File: config.mk
export PLATFORM = sky130hd
export DESIGN_NAME = bta_nextpc
export DESIGN_NICKNAME = d
export VERILOG_FILES = /design/src/rtl/bta_pkg.sv /design/src/rtl/bta_incr.sv /design/src/rtl/bta_targets.sv /design/src/rtl/bta_select.sv /design/src/rtl/bta_pc_reg.sv /design/src/rtl/bta_nextpc.sv
export SDC_FILE = /design/constraint.sdc
export NUM_CORES = 1
export LEC_CHECK = 0
export BUFFER_PORTS_ARGS = -buffer_cell sky130_fd_sc_hd__buf_2
export CAP_MARGIN = 20
export CORE_AREA = 2 2 73 75
export DETAILED_ROUTE_END_ITERATION = 8
export DIE_AREA = 0 0 75 77
export HOLD_SLACK_MARGIN = 0.06
export PLACE_DENSITY = 0.84
export REMOVE_ABC_BUFFERS = 1
export SLEW_MARGIN = 10
export SYNTH_ARGS = -nofsm -noshare
export SYNTH_HDL_FRONTEND = slang
export SYNTH_SLANG_ARGS = --single-unit
File: constraint.sdc
create_clock -name clk -period 6.6 [get_ports clk]
set_input_delay 1.65 -clock clk [delete_from_list [all_inputs] [get_ports clk]]
set_output_delay 1.65 -clock clk [all_outputs]
set_load 0.03 [all_outputs]
File: src/rtl/bta_pkg.sv
package bta_pkg;
  typedef enum logic [2:0] {
    BK_SEQ   = 3'd0,
    BK_REL   = 3'd1,
    BK_PAGE  = 3'd2,
    BK_LONG  = 3'd3,
    BK_TABLE = 3'd4
  } br_kind_e;
endpackage

File: src/rtl/bta_incr.sv
module bta_incr #(
  parameter int AW = 16,
  parameter int LW = 2
) (
  input  logic [AW-1:0] pc,
  input  logic [LW-1:0] len,
  output logic [AW-1:0] inc
);
  localparam int PADW = AW - LW;

  function automatic logic [AW-1:0] advance(input logic [AW-1:0] a, input logic [LW-1:0] n);
    return a + {{PADW{1'b0}}, n};
  endfunction

  assign inc = advance(pc, len);
endmodule

File: src/rtl/bta_targets.sv
module bta_targets #(
  parameter int AW = 16,
  parameter int OW = 8,
  parameter int PW = 11,
  parameter int DW = 8
) (
  input  logic [AW-1:0] inc,
  input  logic [OW-1:0] off,
  input  logic [PW-1:0] page,
  input  logic [DW-1:0] acc,
  input  logic [AW-1:0] dptr,
  output logic [AW-1:0] t_rel,
  output logic [AW-1:0] t_page,
  output logic [AW-1:0] t_tab
);
  localparam int SXW = AW - OW;
  localparam int ZXW = AW - DW;
  localparam int HIW = AW - PW;

  function automatic logic [AW-1:0] rel_sum(input logic [AW-1:0] base, input logic [OW-1:0] d);
    return base + {{SXW{d[OW-1]}}, d};
  endfunction

  function automatic logic [AW-1:0] page_merge(input logic [HIW-1:0] hi, input logic [PW-1:0] lo);
    return {hi, lo};
  endfunction

  function automatic logic [AW-1:0] tab_sum(input logic [DW-1:0] a, input logic [AW-1:0] p);
    return p + {{ZXW{1'b0}}, a};
  endfunction

  assign t_rel  = rel_sum(inc, off);
  assign t_page = page_merge(inc[AW-1:PW], page);
  assign t_tab  = tab_sum(acc, dptr);
endmodule

File: src/rtl/bta_select.sv
module bta_select
  import bta_pkg::*;
#(
  parameter int AW = 16
) (
  input  logic [2:0]    kind,
  input  logic          taken,
  input  logic [AW-1:0] inc,
  input  logic [AW-1:0] t_rel,
  input  logic [AW-1:0] t_page,
  input  logic [AW-1:0] t_long,
  input  logic [AW-1:0] t_tab,
  output logic [AW-1:0] nxt,
  output logic          jump
);
  br_kind_e k;
  assign k = br_kind_e'(kind);

  always_comb begin
    nxt  = inc;
    jump = 1'b0;
    if (taken) begin
      unique case (k)
        BK_REL:   begin nxt = t_rel;  jump = 1'b1; end
        BK_PAGE:  begin nxt = t_page; jump = 1'b1; end
        BK_LONG:  begin nxt = t_long; jump = 1'b1; end
        BK_TABLE: begin nxt = t_tab;  jump = 1'b1; end
        default:  begin nxt = inc;    jump = 1'b0; end
      endcase
    end
  end
endmodule

File: src/rtl/bta_pc_reg.sv
module bta_pc_reg #(
  parameter int AW = 16
) (
  input  logic          clk,
  input  logic          rst,
  input  logic [AW-1:0] nxt,
  output logic [AW-1:0] pc_q
);
  always_ff @(posedge clk) begin
    if (rst) pc_q <= '0;
    else     pc_q <= nxt;
  end

  AST_RESET_ZERO: assert property (@(posedge clk) rst |=> (pc_q == '0));
  AST_LOADS_NEXT: assert property (@(posedge clk) disable iff (rst) !rst |=> (pc_q == $past(nxt)));
endmodule

File: src/rtl/bta_nextpc.sv
module bta_nextpc
  import bta_pkg::*;
#(
  parameter int AW = 16,
  parameter int LW = 2,
  parameter int OW = 8,
  parameter int PW = 11,
  parameter int DW = 8
) (
  input  logic          clk,
  input  logic          rst,
  input  logic [2:0]    kind,
  input  logic [LW-1:0] ilen,
  input  logic          taken,
  input  logic [OW-1:0] rel_off,
  input  logic [PW-1:0] page_addr,
  input  logic [AW-1:0] abs_addr,
  input  logic [DW-1:0] acc,
  input  logic [AW-1:0] dptr,
  output logic [AW-1:0] pc_q
);
  localparam int HIW = AW - PW;

  logic [AW-1:0] inc_pc;
  logic [AW-1:0] t_rel, t_page, t_tab;
  logic [AW-1:0] nxt_pc;
  logic          jump_sel;

  bta_incr #(.AW(AW), .LW(LW)) u_incr (
    .pc(pc_q), .len(ilen), .inc(inc_pc)
  );

  bta_targets #(.AW(AW), .OW(OW), .PW(PW), .DW(DW)) u_tgt (
    .inc(inc_pc), .off(rel_off), .page(page_addr), .acc(acc), .dptr(dptr),
    .t_rel(t_rel), .t_page(t_page), .t_tab(t_tab)
  );

  bta_select #(.AW(AW)) u_sel (
    .kind(kind), .taken(taken), .inc(inc_pc), .t_rel(t_rel), .t_page(t_page),
    .t_long(abs_addr), .t_tab(t_tab), .nxt(nxt_pc), .jump(jump_sel)
  );

  bta_pc_reg #(.AW(AW)) u_pc (
    .clk(clk), .rst(rst), .nxt(nxt_pc), .pc_q(pc_q)
  );

  AST_FALL_THROUGH: assert property (@(posedge clk) disable iff (rst)
    !taken |=> (pc_q == $past(inc_pc)));
  AST_NO_JUMP_SEQ: assert property (@(posedge clk) disable iff (rst)
    (kind == BK_SEQ) |-> !jump_sel);
  AST_REL_WINDOW: assert property (@(posedge clk) disable iff (rst)
    (taken && kind == BK_REL) |=>
      (((pc_q - $past(inc_pc)) >> (OW - 1)) == '0 ||
       ((pc_q - $past(inc_pc)) >> (OW - 1)) == ({AW{1'b1}} >> (OW - 1))));
  AST_PAGE_KEEP: assert property (@(posedge clk) disable iff (rst)
    (taken && kind == BK_PAGE) |=>
      (pc_q[AW-1:PW] == $past(inc_pc[AW-1:PW]) && pc_q[PW-1:0] == $past(page_addr)));
  AST_LONG_LOAD: assert property (@(posedge clk) disable iff (rst)
    (taken && kind == BK_LONG) |=> (pc_q == $past(abs_addr)));
  AST_TABLE_LOAD: assert property (@(posedge clk) disable iff (rst)
    (taken && kind == BK_TABLE) |=> (pc_q == $past(t_tab)));
  AST_HI_WIDTH: assert property (@(posedge clk) disable iff (rst)
    (taken && kind == BK_PAGE) |-> (t_page[AW-1:AW-HIW] == inc_pc[AW-1:PW]));
endmodule

Word-level counts from Yosys, hierarchy flattened. Cells that the tools add are included.

Register bits after elaboration: 16. Output and inout port bits: 16.

$add $sub $neg: 3. Equality and inequality tests: 4. Muxes and demuxes: 2.

Operators with widths (number): $pmux W16 S4 (1); $add A16 B16 Y16 (1); $add A16 B2 Y16 (1); $add A16 B8 Y16 (1); $mux W16 (1); $eq A3 B2 Y1 const B (2); $eq A3 B1 Y1 const B (1); $eq A3 B3 Y1 const B (1).

Logic depth before layout (Yosys ltp). Gate-level depths: netlist of run 1.

Word-level depth: 4. Mapped depth: 15.

Cells and area by module. A second synthesis of run 1 with hierarchy kept.

Cell total of the unflattened synthesis: 367. Area total of the unflattened synthesis: 2815.2 um^2.

By module, submodules not included: bta_targets (times used 1, cells each 173, area an instance 1290.0 um^2, seq. area each 0.0 um^2); bta_select (times used 1, cells each 117, area an instance 725.7 um^2, seq. area each 0.0 um^2); bta_pc_reg (times used 1, cells each 33, area an instance 464.2 um^2, seq. area each 320.3 um^2); bta_incr (times used 1, cells each 44, area an instance 335.3 um^2, seq. area each 0.0 um^2).

Worst setup path before layout of run 1. OpenSTA, ideal clock, no wires.

Kind: input-to-reg. From: in ilen[0]. To: reg u_pc.pc_q[13]. Library setup time: 0.120 ns. Data arrival time: 4.197 ns. Data required time: 6.480 ns. Slack: 2.283 ns. Cell stages on the path: 14. Cell sequence: ha_1 > fa_1 > and4_1 > nand2_1 > xor2_1 > inv_1 > ha_1 > o21ai_0 > a21oi_1 > inv_1 > o31ai_1 > a21oi_1 > mux2i_1 > o31a_1.

Longest elaborated chain between the ends: 4.

Ends and longest elaborated chain: start, declared (line bta_nextpc.sv:13) `input logic [LW-1:0] ilen,`; $add A16 B2 Y16 * (line bta_incr.sv:12) `return a + {{PADW{1'b0}}, n};`; $add A16 B16 Y16 (line bta_targets.sv:21) `return base + {{SXW{d[OW-1]}}, d};`; $pmux W16 S4 (line bta_select.sv:23) `unique case (k)`; $mux W16 * (line bta_select.sv:22) `if (taken) begin`; end signal, assigned (line bta_pc_reg.sv:11) `else pc_q <= nxt;`; end, declared (line bta_pc_reg.sv:7) `output logic [AW-1:0] pc_q`.

Mark *: on every way between the ends. The rest lies on a longest branch, timed or not. A chain may end at the register's enable or synchronous reset.

Worst setup path in the final report of run 1.
From: in ilen[0]. To: reg u_pc.pc_q[11].

The elaborated chain is that of the path after synthesis.

==> results.py, run 1 <==
metrics = {
    "status": {
        "run_status": "finished clean",
    },
    "hold_path": {
        "min_from": "u_pc.pc_q[10]",
        "hold_path_class": "flop to flop",
        "whs_endpoint": "u_pc.pc_q[10]",
        "holdPathStages": 2,
    },
    "logic_synthesis": {
        "ys.warnings.count": 0,
        "yosys_register_bits": 16,
        "ys.flop_type": "dfxtp_1",
        "synth_edf_count": 0,
        "syn_inst": 366,
        "netlist_area_mm2": 0.00269,
        "synth_cell_types": 59,
        "seq_area_frac_synth_pct": 11.9,
        "synth_async_sr_flop_share_pct": 0,
        "avgSynthCellArea_um2": 7.36,
    },
    "clocking": {
        "cts_buffers": 3,
        "root_buffer": "clkbuf_8",
        "cts_resized": 0,
        "htree_levels": 1,
        "cts_setup_buffers": 0,
        "clock_latency_ns": 0.26,
        "cts_tree": "yes",
        "clk_pin_slew_ns": 0.08,
        "cts_buffer_depth": 2,
        "cts_sinks": 16,
        "hold_buffers": 0,
    },
    "sta": {
        "setup_viol": 0,
        "setup_slack_ns": 2.04,
        "maxSlewViolCount": 0,
        "setup_tns_ns": 0,
        "worst_pin_slew_ns": 0.920,
        "timing.fmax_mhz": 219,
        "fin_crit_sh_pct": 69.1,
        "rsz0062_at_grt": "false",
        "skew_ns": 0.00803,
        "finalHoldViolCount": 0,
        "min_period_ns": 4.56,
        "relSlewSlack_pct": 38.7,
    },
    "setup_path": {
        "crit_path_start_kind": "primary input",
        "ff2ff_setup_slack_ns": 3.23,
        "endpoint_kind": "flop",
        "crit_arrival_ns": 4.68,
        "r2r-start": "u_pc.pc_q[0]",
        "r2r_cells": 14,
        "r2r-end": "u_pc.pc_q[11]",
        "cp.required_ns": 6.71,
        "worstSetupPathType": "primary input to flop",
        "cp_max_fo": 6,
    },
    "drt": {
        "top_layer": "met4",
        "wl_met1_um": 3360,
        "drc_errors": 0,
        "drtPass1Iterations": 7,
        "wirelength_um": 7510,
        "dr_wl_met2_um": 3530,
        "drtAntennaViolNets": 0,
        "vias": 2998,
        "drt_iter0_drc": 286,
        "wl_met3_um": 499,
        "avgViaCountPerCell": 5.84,
        "wl_per_cell_um": 14.6,
    },
    "floorplan": {
        "dieArea_mm2": 0.00578,
        "coreArea_mm2": 0.00498,
        "io_pins": 83,
        "start_util_pct": 54.1,
        "fp.dieH_um": 77,
        "die_x_um": 75,
        "rows": 26,
    },
    "power": {
        "sequentialPowerShare_pct": 25.1,
        "p_clk_share_pct": 20.3,
        "irDropWorstVdd_uv": 76.5,
        "p_int_uw": 263,
        "power_switching_uw": 192,
        "powerDensity_mw_per_mm2": 142,
        "switching_share_pct": 42.2,
        "p_leak_uw": 0.00155,
        "combinationalPowerShare_pct": 54.5,
    },
    "global_route": {
        "grt_pass1_vias": 2762,
        "grt_pass1_wl_um": 12600,
        "grt_max_degree": 22,
        "antenna_found_initial": 0,
        "grt_use_total_pct": 26.7,
        "overflow": 0,
    },
    "placement": {
        "pre_cts_ws_ns": 1.86,
        "dp_hpwl_um": 5960,
        "portBuffers": 82,
        "gp_congestion": 0.913,
    },
    "run": {
        "cap_violations": 0,
    },
    "layout": {
        "insertedDiodeCount": 0,
        "regMostFlops": "u_pc.pc_q",
        "fin_nets": 542,
        "largest_reg_flops": 16,
        "fin_util_pct": 64.4,
        "final_layout_size_suffix_gt1_share_pct": 23.0,
        "synthToLayoutAreaGrowth_pct": 19.0,
        "reg.largest.list": "u_pc.pc_q: 16 flops",
    },
}
[per-stage QoR]
stage	instance area (µm²)	std cells	power [µW]	hold WS, ns
after CTS	3200	512	451	0.659
after floorplan	2640	356	286	0.737
final	3200	513	455	0.653
after global routing	3200	513	485	0.693
after global placement	3140	508	354	0.616
after detailed placement	3140	508	358	0.646
[logic make-up (layout without fill, tap and decap cells)]
family	count (synthesis)	count (layout)	synth area share, %
XOR/XNOR	37	37	12.5
AND/OR/NAND/NOR	127	127	25.1
multiplexers	6	6	2.37
AO/OA/AOI/OAI	111	111	27.1
adder cells (fa/ha/maj)	31	31	15.2
flip-flops	16	16	11.9
buffers and inverters	38	115	5.76
[worst max path at each step]
stage,startpoint,end,slack (ns),depth (start not counted)
2_1_floorplan,ilen[0],u_pc.pc_q[13],2.28,14
3_3_place_gp,ilen[0],u_pc.pc_q[11],1.91,15
3_5_place_dp,ilen[0],u_pc.pc_q[11],1.86,15
4_1_cts,ilen[0],u_pc.pc_q[15],2.11,15
5_1_grt,ilen[0],u_pc.pc_q[10],1.76,15
6_report,ilen[0],u_pc.pc_q[11],2.04,15
[cell type report]
class                   count  area, µm²
clock buffers               4       55.1
fillers                   469       1770
inverters                  28        105
multi-input cells         312       2220
well taps                  70       87.6
flip-flops and latches     16        320
repair buffers             83        418
[routing by layer]
metal | GRT usage (%) | vias up
met1 | 38.5 | 1371
met2 | 43.2 | 132
met5 | 0 | -
met3 | 1.05 | 14
met4 | 6.25 | 0
li1 | - | 1481
[worst max-delay path: stages]
cell and delay, ns:
buf_2 0.10, ha_1 0.23, fa_1 0.44, and4_1 0.23, nand2_1 0.10, xor2_1 0.19
inv_1 0.06, ha_1 0.36, nand2_1 0.09, nand2_1 0.06, a211oi_1 0.46, o31ai_1 0.19
xor2_1 0.18, a221oi_1 0.26, a211oi_1 0.08
[power groups by stage]
stage          Clock [µW]  Sequential, µW  Combinational, µW
6_report             92.5             114                248
5_1_grt              94.8             116                275
4_1_cts              92.5             114                245
3_5_place_dp            0             117                242
3_3_place_gp            0             116                238
2_1_floorplan           0             131                155
[Yosys cell counts, types with 3 or more instances]
| master | count | area [µm²] |
|---|---|---|
| and2_1 | 3 | 18.8 |
| a22oi_1 | 3 | 22.5 |
| nand2b_1 | 5 | 31.3 |
| ha_1 | 28 | 350 |
| nand3_1 | 11 | 55.1 |
| mux2i_1 | 3 | 30.0 |
| nor2_1 | 40 | 150 |
| xnor2_1 | 19 | 166 |
| and3_1 | 4 | 25.0 |
| nor2b_1 | 12 | 75.1 |
| dfxtp_1 | 16 | 320 |
| fa_1 | 3 | 60.1 |
| nand2_1 | 23 | 86.3 |
| buf_4 | 3 | 22.5 |
| o21ai_0 | 26 | 130 |
| inv_1 | 28 | 105 |
| a211oi_1 | 10 | 75.1 |
| a221oi_1 | 11 | 96.3 |
| clkbuf_1 | 5 | 18.8 |
| o21bai_1 | 3 | 22.5 |
| a21o_1 | 4 | 30.0 |
| a21oi_1 | 31 | 155 |
| mux2_2 | 3 | 33.8 |
| nand3b_1 | 4 | 30.0 |
| xor2_1 | 17 | 149 |
| nor3_1 | 6 | 30.0 |
| nand4_1 | 4 | 25.0 |
[cells in the final DEF, fill, tap and decap left out, drive strengths merged, types with 11 or more instances in the layout]
master  netlist  layout
nor2b        13      13
ha           28      28
buf           5      83
a21oi        33      33
a221oi       12      12
nor2         40      40
inv          28      28
xnor2        19      19
xor2         17      17
dfxtp        16      16
nand3        11      11
nand2        23      23
o21ai        29      29
(Power assumes the default switching activity.)
==> run 2, diff against run 1 <==
Settings changed: CORE_AREA 2 2 73 75 to 2 2 78 80, DIE_AREA 0 0 75 77 to 0 0 80 82, PLACE_DENSITY 0.84 to 0.77.
Clock period 6.6 ns to 4.1 ns, I/O delays scaled along.
==> run 2 against run 1 <==
Against the previous run: sequential cell count is the same; total power increased by 58%; setup slack worse by 1.8 ns; final cell count is 1.9% higher; die area grew 14%; global-route usage is 2.9 points lower; largest cell class unchanged; largest power group unchanged; highest routed layer unchanged.
==> results.py, run 2 (same netlist as run 1, synthesis figures left out) <==
metrics = {
    "layout": {
        "final_layout_size_suffix_gt1_share_pct": 24.6,
        "regMostFlops": "u_pc.pc_q",
        "insertedDiodeCount": 0,
        "fin_area_mm2": 0.00325,
        "largest_reg_flops": 16,
        "reg.largest.list": "u_pc.pc_q: 16 flops",
        "final_common_cell": "buf_2",
        "fin_nets": 548,
        "mostFrequentLayoutCells": "buf_2, nor2_1, a21oi_1",
        "synthToLayoutAreaGrowth_pct": 20.8,
    },
    "clocking": {
        "cts_setup_buffers": 0,
        "cts_buffer_depth": 2,
        "cts_sinks": 16,
        "htree_levels": 1,
        "clk_pin_slew_ns": 0.07,
        "hold_buffers": 0,
        "root_buffer": "clkbuf_8",
        "clock_latency_ns": 0.26,
        "cts_resized": 0,
        "cts_buffers": 3,
        "cts_tree": "yes",
    },
    "sta": {
        "worst_pin_slew_ns": 0.901,
        "setup_slack_ns": 0.285,
        "finalHoldViolCount": 0,
        "timing.fmax_mhz": 262,
        "skew_ns": 0.00102,
        "min_period_ns": 3.81,
        "maxSlewViolCount": 0,
        "fin_crit_sh_pct": 93.0,
        "setup_viol": 0,
        "hold_slack_ns": 0.642,
        "rsz0062_at_grt": "false",
        "relSlewSlack_pct": 39.9,
    },
    "hold_path": {
        "hold_path_class": "flop to flop",
        "min_from": "u_pc.pc_q[0]",
    },
    "floorplan": {
        "io_pins": 83,
        "fp.dieH_um": 82,
        "start_util_pct": 46.9,
        "rows": 28,
        "die_x_um": 80,
        "dieArea_mm2": 0.00656,
        "coreArea_mm2": 0.00575,
    },
    "status": {
        "run_status": "finished clean",
    },
    "placement": {
        "gp_congestion": 0.924,
        "dp_hpwl_um": 6310,
        "portBuffers": 82,
        "pre_cts_ws_ns": -0.0266,
        "placed_area_mm2": 0.00320,
    },
    "global_route": {
        "overflow": 0,
        "grt_max_degree": 22,
        "grt_pass1_vias": 2786,
        "grt_use_total_pct": 23.8,
        "antenna_found_initial": 0,
        "grt_pass1_wl_um": 12500,
    },
    "drt": {
        "drtPass1Iterations": 4,
        "vias": 2994,
        "avgViaCountPerCell": 5.72,
        "wirelength_um": 7830,
        "wl_per_cell_um": 15.0,
        "drt_iter0_drc": 215,
        "drtAntennaViolNets": 0,
        "drc_errors": 0,
    },
    "power": {
        "irDropWorstVdd_uv": 102,
        "powerDensity_mw_per_mm2": 221,
        "p_leak_uw": 0.00158,
    },
    "setup_path": {
        "startpoint": "ilen[0]",
        "crit_arrival_ns": 3.95,
        "endpoint_kind": "flop",
        "r2r-start": "u_pc.pc_q[1]",
        "worstSetupPathType": "primary input to flop",
        "cp.required_ns": 4.24,
        "crit_path_start_kind": "primary input",
        "cp_max_fo": 6,
    },
    "run": {
        "cap_violations": 0,
    },
}
-- run 2: critical path: stages --
cell,delay [ns]
buf_2,0.10
ha_1,0.23
fa_1,0.42
and4_1,0.23
nand2_1,0.10
xor2_1,0.22
inv_1,0.08
ha_2,0.39
o21ai_0,0.14
a21oi_1,0.17
o21ai_1,0.12
a32oi_1,0.23
xor2_1,0.11
a221oi_1,0.30
nor3_1,0.08
-- run 2: stage by stage --
stage / utilization, % / cells / total power (µW) / TNS (ns)
2_1_floorplan: - / 356 / 460 / 0
3_3_place_gp: 55.7 / 520 / 579 / 0
3_5_place_dp: 55.7 / 520 / 586 / -0.0382
4_1_cts: 56.4 / 523 / 709 / 0
5_1_grt: 56.6 / 523 / 769 / 0
6_report: 56.6 / 523 / 719 / 0
-- run 2: final timing paths --
| kind | to | slack (ns) | depth (start not counted) |
|---|---|---|---|
| setup / recovery | u_pc.pc_q[12] | 0.29 | 15 |
| hold / removal | u_pc.pc_q[0] | 0.64 | 3 |
| setup reg to reg | u_pc.pc_q[12] | 0.85 | 13 |
| hold reg to reg | u_pc.pc_q[0] | 0.64 | 3 |
-- run 2: layout make-up --
class	count	area, µm²
Fill cell	564	2490
Multi-Input combinational cell	312	2230
Timing Repair Buffer	89	463
Sequential cell	16	320
Inverter	28	105
Tap cell	75	93.8
Clock buffer	3	41.3
-- run 2: per-layer routing --
layer  wire [µm]  GRT usage [%]  vias to the layer above
met3         514           1.43                       20
met5           0              0                        -
met1        3560           31.9                     1369
met4         182           8.64                        0
li1            -              -                     1491
met2        3570           40.3                      114
-- run 2: where the power goes --
part / switching, µW / internal, µW / total, µW / leakage [µW]
logic: 234 / 175 / 408 / 0.00142
registers: 16.7 / 169 / 185 / 0.000132
clock network: 60.0 / 65.4 / 125 / 0.0000216
total: 310 / 409 / 719 / 0.00158
==> run 3, diff against run 2 <==
Settings changed: CORE_AREA 2 2 78 80 to 2 2 73 75, DIE_AREA 0 0 80 82 to 0 0 75 77, HOLD_SLACK_MARGIN 0.06 to not set, PLACE_DENSITY 0.77 to 0.84.
Clock period 4.1 ns to 4.8 ns, I/O delays scaled along.
==> run 3 against run 2 <==
Against the previous run: critical path depth is the same; sequential cell count is the same; largest cell class unchanged; clock-buffer cell count increased by 1; first-iteration DRC count increased by 9.8%; setup slack improved by 0.39 ns; critical endpoint unchanged; wire length shrank 1.5%; critical path type unchanged.
==> results.py, run 3 (same netlist as run 1, synthesis figures left out) <==
metrics = {
    "status": {
        "run_status": "finished clean",
    },
    "drt": {
        "drt_iter0_drc": 236,
        "drtAntennaViolNets": 0,
        "wirelength_um": 7710,
        "drc_errors": 0,
        "vias": 3013,
        "avgViaCountPerCell": 5.87,
        "drtPass1Iterations": 5,
        "wl_per_cell_um": 15.0,
    },
    "clocking": {
        "cts_setup_buffers": 0,
        "cts_tree": "yes",
        "clk_pin_slew_ns": 0.07,
        "hold_buffers": 0,
        "cts_resized": 0,
        "htree_levels": 1,
        "cts_sinks": 16,
        "root_buffer": "clkbuf_8",
        "clock_latency_ns": 0.26,
        "cts_buffer_depth": 2,
        "cts_buffers": 3,
    },
    "power": {
        "combinationalPowerShare_pct": 54.2,
        "p_int_uw": 362,
        "p_leak_uw": 0.00155,
        "powerDensity_mw_per_mm2": 197,
        "sequentialPowerShare_pct": 25.0,
        "p_clk_share_pct": 20.7,
        "switching_share_pct": 42.7,
        "power_switching_uw": 270,
        "irDropWorstVdd_uv": 85.5,
    },
    "sta": {
        "setup_tns_ns": 0,
        "maxSlewViolCount": 0,
        "setup_viol": 0,
        "worst_pin_slew_ns": 0.903,
        "relSlewSlack_pct": 39.8,
        "hold_slack_ns": 0.632,
        "timing.fmax_mhz": 242,
        "setup_slack_ns": 0.673,
        "finalHoldViolCount": 0,
        "rsz0062_at_grt": "false",
        "skew_ns": 0.00701,
        "fin_crit_sh_pct": 86.0,
        "min_period_ns": 4.13,
    },
    "global_route": {
        "met1_usage_pct": 37.0,
        "grt_pass1_wl_um": 12600,
        "overflow": 0,
        "antenna_found_initial": 0,
        "grt_use_total_pct": 27.2,
        "grt_util_met3_pct": 2.37,
        "grt_pass1_vias": 2794,
        "grt_max_degree": 22,
        "use_met2_pct": 44.6,
        "top_usage_layer": "met2",
    },
    "placement": {
        "dp_hpwl_um": 6180,
        "gp_congestion": 0.929,
        "placed_area_mm2": 0.00315,
        "portBuffers": 82,
        "pre_cts_ws_ns": 0.544,
    },
    "floorplan": {
        "io_pins": 83,
        "rows": 26,
        "dieArea_mm2": 0.00578,
        "start_util_pct": 54.1,
        "fp.dieH_um": 77,
        "coreArea_mm2": 0.00498,
        "die_x_um": 75,
    },
    "layout": {
        "fin_nets": 542,
        "fin_util_pct": 64.4,
        "largest_reg_flops": 16,
        "multi_input_area_mm2": 0.00222,
        "synthToLayoutAreaGrowth_pct": 19.0,
        "seq_area_um2": 320,
        "insertedDiodeCount": 0,
        "fill_cells": 443,
        "regMostFlops": "u_pc.pc_q",
        "reg.largest.list": "u_pc.pc_q: 16 flops",
        "mostFrequentLayoutCells": "buf_2, nor2_1, a21oi_1",
        "final_layout_size_suffix_gt1_share_pct": 23.0,
        "final_common_cell": "buf_2",
        "fin_area_mm2": 0.00320,
    },
    "setup_path": {
        "cp.required_ns": 4.94,
        "endpoint_kind": "flop",
        "crit_arrival_ns": 4.26,
        "crit_path_start_kind": "primary input",
        "cp_max_fo": 6,
        "worstSetupPathType": "primary input to flop",
    },
    "hold_path": {
        "hold_path_class": "flop to flop",
    },
    "run": {
        "cap_violations": 0,
    },
}
[run 3: through the flow]
stage | total power (µW) | std cells
after global placement | 488 | 509
after global routing | 670 | 513
after CTS | 624 | 513
after floorplan | 393 | 356
final | 631 | 513
after detailed placement | 495 | 509
[run 3: area by class of cell]
class	count	area share (%)
Multi-Input combinational cell	312	69.2
Timing Repair Buffer	83	13.0
Sequential cell	16	10.0
Inverter	28	3.28
Tap cell	70	2.73
Clock buffer	4	1.72
[run 3: worst paths after layout]
| path | start | to | slack, ns | cells past startpoint |
|---|---|---|---|---|
| worst max-delay path | ilen[0] | u_pc.pc_q[12] | 0.67 | 15 |
| worst min-delay path | u_pc.pc_q[10] | u_pc.pc_q[10] | 0.63 | 2 |
| worst max register to register | u_pc.pc_q[0] | u_pc.pc_q[12] | 1.40 | 14 |
| worst min register to register | u_pc.pc_q[10] | u_pc.pc_q[10] | 0.63 | 2 |
[run 3: power groups by stage]
stage          Sequential [µW]  Combinational [µW]  Clock [µW]
2_1_floorplan              180                 213           0
5_1_grt                    159                 377         135
3_3_place_gp               160                 328           0
6_report                   158                 342         131
3_5_place_dp               161                 334           0
4_1_cts                    158                 338         128
[run 3: metal layers]
metal  vias up  share of wire (%)
met1      1373                 43
met4         0                2.0
met5         -                  0
met3        14                7.2
li1       1478                  -
met2       148                 47
[run 3: worst max-delay path, stage by stage]
cell and delay [ns]:
buf_2 0.10, ha_1 0.23, fa_1 0.44, and4_1 0.23, nand2_1 0.09, xor2_1 0.20
inv_1 0.07, ha_1 0.35, o21ai_0 0.29, a21oi_1 0.11, o21ai_1 0.18, a32oi_1 0.18
xor2_1 0.18, a221oi_1 0.33, nor3_1 0.09
